File: config.mk
export PLATFORM = sky130hd
export DESIGN_NAME = rdp_scan_core
export DESIGN_NICKNAME = d
export VERILOG_FILES = /design/src/rtl/rdp_pkg.sv /design/src/rtl/rdp_word_reg.sv /design/src/rtl/rdp_test_ctrl.sv /design/src/rtl/rdp_src_mux.sv /design/src/rtl/rdp_scan_core.sv
export SDC_FILE = /design/constraint.sdc
export NUM_CORES = 1
export LEC_CHECK = 0
export BUFFER_PORTS_ARGS = -buffer_cell sky130_fd_sc_hd__buf_2
export CORE_ASPECT_RATIO = 2
export CORE_MARGIN = 2
export CORE_UTILIZATION = 45
export DETAILED_ROUTE_END_ITERATION = 16
export PLACE_DENSITY = 0.68
export SLEW_MARGIN = 20
export SYNTH_ARGS = -nofsm -noshare
export SYNTH_HDL_FRONTEND = slang
export SYNTH_SLANG_ARGS = --single-unit
File: constraint.sdc
create_clock -name clk -period 5.1 [get_ports clk]
set_input_delay 0.51 -clock clk [delete_from_list [all_inputs] [get_ports clk]]
set_output_delay 0.51 -clock clk [all_outputs]
set_load 0.005 [all_outputs]
File: src/rtl/rdp_pkg.sv
package rdp_pkg;

    localparam int unsigned NREG        = 4;
    localparam int unsigned IDX_A       = 0;
    localparam int unsigned IDX_B       = 1;
    localparam int unsigned IDX_C       = 2;
    localparam int unsigned IDX_P       = 3;
    // longest chain: operand -> copy -> offset
    localparam int unsigned CHAIN_DEPTH = 3;
    localparam int unsigned FILL_VECTORS = CHAIN_DEPTH + 1;

    typedef struct packed {
        logic            sel_a;
        logic            sel_c;
        logic [NREG-1:0] ld;
    } ctrl_t;

    typedef enum logic [1:0] {
        MODE_FUNC  = 2'd0,
        MODE_HOLD  = 2'd1,
        MODE_SHIFT = 2'd2
    } mode_e;

    function automatic mode_e pick_mode(input logic tm, input logic se);
        if (!tm)     return MODE_FUNC;
        else if (se) return MODE_SHIFT;
        else         return MODE_HOLD;
    endfunction

endpackage

File: src/rtl/rdp_word_reg.sv
module rdp_word_reg #(
    parameter int unsigned W = 16
) (
    input  logic         clk,
    input  logic         rst,
    input  logic         ld,
    input  logic [W-1:0] d,
    output logic [W-1:0] q
);

    always_ff @(posedge clk) begin
        if (rst)     q <= '0;
        else if (ld) q <= d;
    end

    // a register whose load is low keeps its word
    assert_unloaded_holds_R5: assert property (@(posedge clk) disable iff (rst)
        !ld |=> $stable(q));

endmodule

File: src/rtl/rdp_test_ctrl.sv
module rdp_test_ctrl
    import rdp_pkg::*;
(
    input  logic  test_mode,
    input  logic  scan_en,
    input  logic  freeze,
    input  ctrl_t func_ctl,
    output ctrl_t eff_ctl,
    output logic  p_test_pick
);

    mode_e mode;

    always_comb begin
        mode        = pick_mode(test_mode, scan_en);
        eff_ctl     = func_ctl;
        p_test_pick = 1'b0;
        if (mode != MODE_FUNC) begin
            // existing operand mux: force its select-0 (din) leg
            eff_ctl.sel_a = 1'b0;
            // existing offset mux: force its select-0 (copy) leg
            eff_ctl.sel_c = 1'b0;
            eff_ctl.ld    = '0;
            if (mode == MODE_SHIFT) begin
                eff_ctl.ld[IDX_A] = 1'b1;
                eff_ctl.ld[IDX_B] = 1'b1;
                eff_ctl.ld[IDX_C] = 1'b1;
                eff_ctl.ld[IDX_P] = 1'b1;
            end
            if (freeze) eff_ctl.ld[IDX_P] = 1'b0;
            p_test_pick = 1'b1;
        end
    end

endmodule

File: src/rtl/rdp_src_mux.sv
module rdp_src_mux #(
    parameter int unsigned W = 16
) (
    input  logic         sel_a,
    input  logic         sel_c,
    input  logic         p_test_pick,
    input  logic [W-1:0] din,
    input  logic [W-1:0] q_a,
    input  logic [W-1:0] q_b,
    output logic [W-1:0] d_a,
    output logic [W-1:0] d_b,
    output logic [W-1:0] d_c,
    output logic [W-1:0] d_p
);

    logic [W-1:0] sum_ab;
    logic [W-1:0] inc_a;

    always_comb begin
        sum_ab = q_a + q_b;
        inc_a  = q_a + W'(1);
        d_a    = sel_a ? q_b : din;
        d_b    = q_a;                    // direct wire, no mux
        d_c    = sel_c ? sum_ab : q_b;
        d_p    = p_test_pick ? q_a : inc_a; // added test mux
    end

endmodule

File: src/rtl/rdp_scan_core.sv
module rdp_scan_core
    import rdp_pkg::*;
#(
    parameter int unsigned W = 16
) (
    input  logic            clk,
    input  logic            rst,
    input  logic            test_mode,
    input  logic            scan_en,
    input  logic            freeze,
    input  logic [W-1:0]    din,
    input  logic            sel_a,
    input  logic            sel_c,
    input  logic [NREG-1:0] ld,
    output logic [W-1:0]    data_out,
    output logic [W-1:0]    addr_lo,
    output logic [W-1:0]    addr_hi
);

    ctrl_t        func_ctl;
    ctrl_t        eff_ctl;
    logic         p_test_pick;
    logic [W-1:0] d_word [NREG];
    logic [W-1:0] q_word [NREG];

    assign func_ctl.sel_a = sel_a;
    assign func_ctl.sel_c = sel_c;
    assign func_ctl.ld    = ld;

    rdp_test_ctrl u_ctrl (
        .test_mode   (test_mode),
        .scan_en     (scan_en),
        .freeze      (freeze),
        .func_ctl    (func_ctl),
        .eff_ctl     (eff_ctl),
        .p_test_pick (p_test_pick)
    );

    rdp_src_mux #(.W(W)) u_mux (
        .sel_a       (eff_ctl.sel_a),
        .sel_c       (eff_ctl.sel_c),
        .p_test_pick (p_test_pick),
        .din         (din),
        .q_a         (q_word[IDX_A]),
        .q_b         (q_word[IDX_B]),
        .d_a         (d_word[IDX_A]),
        .d_b         (d_word[IDX_B]),
        .d_c         (d_word[IDX_C]),
        .d_p         (d_word[IDX_P])
    );

    for (genvar g = 0; g < NREG; g++) begin : g_reg
        rdp_word_reg #(.W(W)) u_reg (
            .clk (clk),
            .rst (rst),
            .ld  (eff_ctl.ld[g]),
            .d   (d_word[g]),
            .q   (q_word[g])
        );
    end

    assign data_out = q_word[IDX_B];
    assign addr_lo  = q_word[IDX_C];
    assign addr_hi  = q_word[IDX_P];

    assert_reset_clear_R1: assert property (@(posedge clk)
        rst |=> (addr_lo == '0 && addr_hi == '0 && data_out == '0));

    assert_page_incr_R3: assert property (@(posedge clk) disable iff (rst)
        (!test_mode && ld[IDX_P]) |=> (addr_hi == $past(q_word[IDX_A]) + W'(1)));

    assert_shift_chain_R4: assert property (@(posedge clk) disable iff (rst)
        (test_mode && scan_en && !freeze) |=>
            (addr_hi == $past(q_word[IDX_A]) && addr_lo == $past(data_out)));

    assert_hold_all_R5: assert property (@(posedge clk) disable iff (rst)
        (test_mode && !scan_en) |=>
            ($stable(addr_lo) && $stable(addr_hi) && $stable(data_out)));

    assert_freeze_page_R6: assert property (@(posedge clk) disable iff (rst)
        (test_mode && freeze) |=> $stable(addr_hi));

endmodule

==> results.cfg <==
[sta]
tns_ps = 0
hold_viol_final = 0
rsz0062_at_grt = no
period_minus_slack_ps = 2600
finalClockSkew_ps = 4.47
worst_pin_slew_ps = 992
worst_slew_margin_rel = 0.339
drv_slew = 0
setup_viol = 0
period_share = 0.509
max_freq_mhz = 385

[clock_tree]
cts_buffers = 9
cts_resized = 0
cts_hold_buf = 0
clock-sinks = 64
htreeDepth = 3
cts_buffer_depth = 2
cts_setup_buffers = 0
clockRootBuffer = clkbuf_16
clkLatencyLatePin_ps = 330
clk_pin_slew_ps = 50
cts_tree = done

[layout]
finalNonFillerCells = 579
nFillCells = 721
seq_area_mm2 = 0.00128
top_regs = g.u_reg.q (64)
final_util = 0.558
top_register = g.u_reg.q
n_antenna_cell = 0
drive_gt1_frac = 0.208
final_nets = 524
final_cell_area_mm2 = 0.00421
multi_input_area_mm2 = 0.00209
largest_reg_flops = 64
syn2layout_area_growth_pct = 20.2

[place]
portBuffers = 74
postPlaceCellArea_mm2 = 0.00387
dpl.hpwl_mm = 6.78
placed_cells = 563
place_congestion = 0.934

[routing]
drt_iter0_markers = 112
vias = 3244
drc = 0
wl_per_cell_um = 15.8
drt_first_pass_iters = 4
ant_nets = 0
wirelength_mm = 9.12
vias_per_cell = 5.60

[hold_path]
hold_path.class = reg -> reg

[logic_synthesis]
synthArstFlopShare = 0
synth.avg_cell_area_um2 = 8.30
syn_area_mm2 = 0.00350
ys_ff_latch = 64
synth.distinct_cells = 45
ys.flop_type = dfxtp_1
ys_warn_count = 0
postSynthCellCount = 422
synth_edf_count = 0
synth_fp_nets = 466
seq_area_frac_synth = 0.366

[global_route]
grt-busiest-layer = met2
grt_pass1_wl_mm = 14.4
grt_max_degree = 66
grt_pass1_vias = 3049
grt_use_met1 = 0.238
met2_usage = 0.391
grt-ovfl-total = 0
grt_usage = 0.222
grt_util_met3 = 0.0490
antenna_found_initial = 0

[setup_path]
worstPathRequired_ps = 5350
crit_type = reg -> reg
end_kind = flop
critical_path.max_fanout = 7
crit_arrival_ps = 2850
start_kind = flop

[floorplan]
die_h_um = 129
fp-row-count = 45
core-area_mm2 = 0.00754
initial_utilization = 0.464
io_pins = 75
die-area_mm2 = 0.00855
die_w_um = 66.4

[pwr]
leakage_nw = 1.83
ir_drop_mv = 0.272
p_per_area_mw_per_mm2 = 338

[job]
maxCapViolCount = 0

[status]
status = completed
==> power by group <==
| group | total [W] | switching [W] | internal (W) |
|---|---|---|---|
| Combinational | 0.000211 | 0.000119 | 0.0000911 |
| Clock | 0.000638 | 0.000220 | 0.000418 |
| Sequential | 0.000575 | 0.0000395 | 0.000536 |
| Total | 0.00142 | 0.000379 | 0.00104 |
==> kinds of logic (layout without fill, tap and decap cells) <==
kind of cell	Yosys count	count (layout)	synth area share
flip-flops	64	64	0.366
XOR/XNOR	29	29	0.0725
adder cells (fa/ha/maj)	17	17	0.0629
AO/OA/AOI/OAI	117	117	0.228
buffers and inverters	35	98	0.0464
AND/OR/NAND/NOR	142	142	0.173
multiplexers	18	18	0.0514
==> stage by stage <==
step	total power, W	hold slack (ps)	setup slack [ps]
3_3_place_gp	0.000791	448	2520
4_1_cts	0.00144	462	2470
3_5_place_dp	0.000795	449	2480
6_report	0.00142	458	2500
5_1_grt	0.00149	471	2320
2_1_floorplan	0.000726	448	2720
==> cell usage in the layout (no fill, tap or decap), types with 4 or more instances in the layout <==
cell | netlist | routed
a211oi_1 | 32 | 32
a21o_1 | 4 | 4
a21oi_1 | 30 | 30
a221oi_1 | 7 | 7
a311oi_1 | 6 | 6
and3_1 | 4 | 4
buf_2 | 3 | 73
clkbuf_16 | 0 | 9
dfxtp_1 | 64 | 64
ha_1 | 16 | 16
inv_1 | 7 | 7
mux2i_1 | 18 | 18
nand2_1 | 66 | 66
nand3_1 | 6 | 6
nand4_1 | 4 | 4
nor2_1 | 45 | 45
nor3_1 | 5 | 5
o21ai_0 | 16 | 15
xnor2_1 | 23 | 23
xor2_1 | 6 | 6
==> layer usage <==
metal  up-vias  share of wire
met5         -              0
met4         0          0.036
met3        24          0.047
met2        91           0.52
met1      1488           0.40
li1       1641              -
==> area by class of cell <==
type,count,area share
tap,94,0.0279
inverter,7,0.00624
clock inverter,4,0.0122
multi-input combinational,323,0.496
clock buffer,12,0.0633
timing repair buffer,75,0.0903
sequential,64,0.304
==> worst paths after layout <==
kind	from	cells past startpoint	slack, ps	end
worst max-delay path	g_reg[0].u_reg.q[0]	8	2500	g_reg[2].u_reg.q[12]
worst min-delay path	g_reg[2].u_reg.q[2]	2	460	g_reg[2].u_reg.q[2]
worst max register to register	g_reg[0].u_reg.q[0]	8	2500	g_reg[2].u_reg.q[12]
worst min register to register	g_reg[2].u_reg.q[2]	2	460	g_reg[2].u_reg.q[2]
==> critical path, stage by stage (launching register included) <==
cell	delay, ps
dfxtp_1	370
ha_1	250
fa_1	410
a21o_2	240
a221oi_2	380
nor3_1	130
a311o_1	380
xnor2_1	130
a211oi_1	220
==> synth_stat cells (2+ instances only) <==
cell type  count  area (um2)
o21ai_0       16        80.1
o211ai_1       2        15.0
nor4_1         2        12.5
a21o_1         4        30.0
a221oi_1       7        61.3
nor2_1        45         169
xnor2_1       23         201
nand3_1        6        30.0
nand4_1        4        25.0
nand2_1       66         248
and3_1         4        25.0
o21a_1         2        15.0
a311oi_1       6        52.6
a21oi_1       30         150
ha_1          16         200
mux2i_1       18         180
nand2b_1       2        12.5
o21ai_1        2        10.0
buf_2          3        15.0
nor2b_1        2        12.5
xor2_1         6        52.6
o22ai_1        2        12.5
nor3_1         5        25.0
or3_1          3        18.8
clkbuf_1      20        75.1
o21bai_1       3        22.5
a211oi_1      32         240
o31ai_1        2        15.0
dfxtp_1       64        1280
inv_1          7        26.3
a21o_2         3        26.3
a221oi_2       2        30.0
Note: power is estimated with default switching activity, not from simulation.
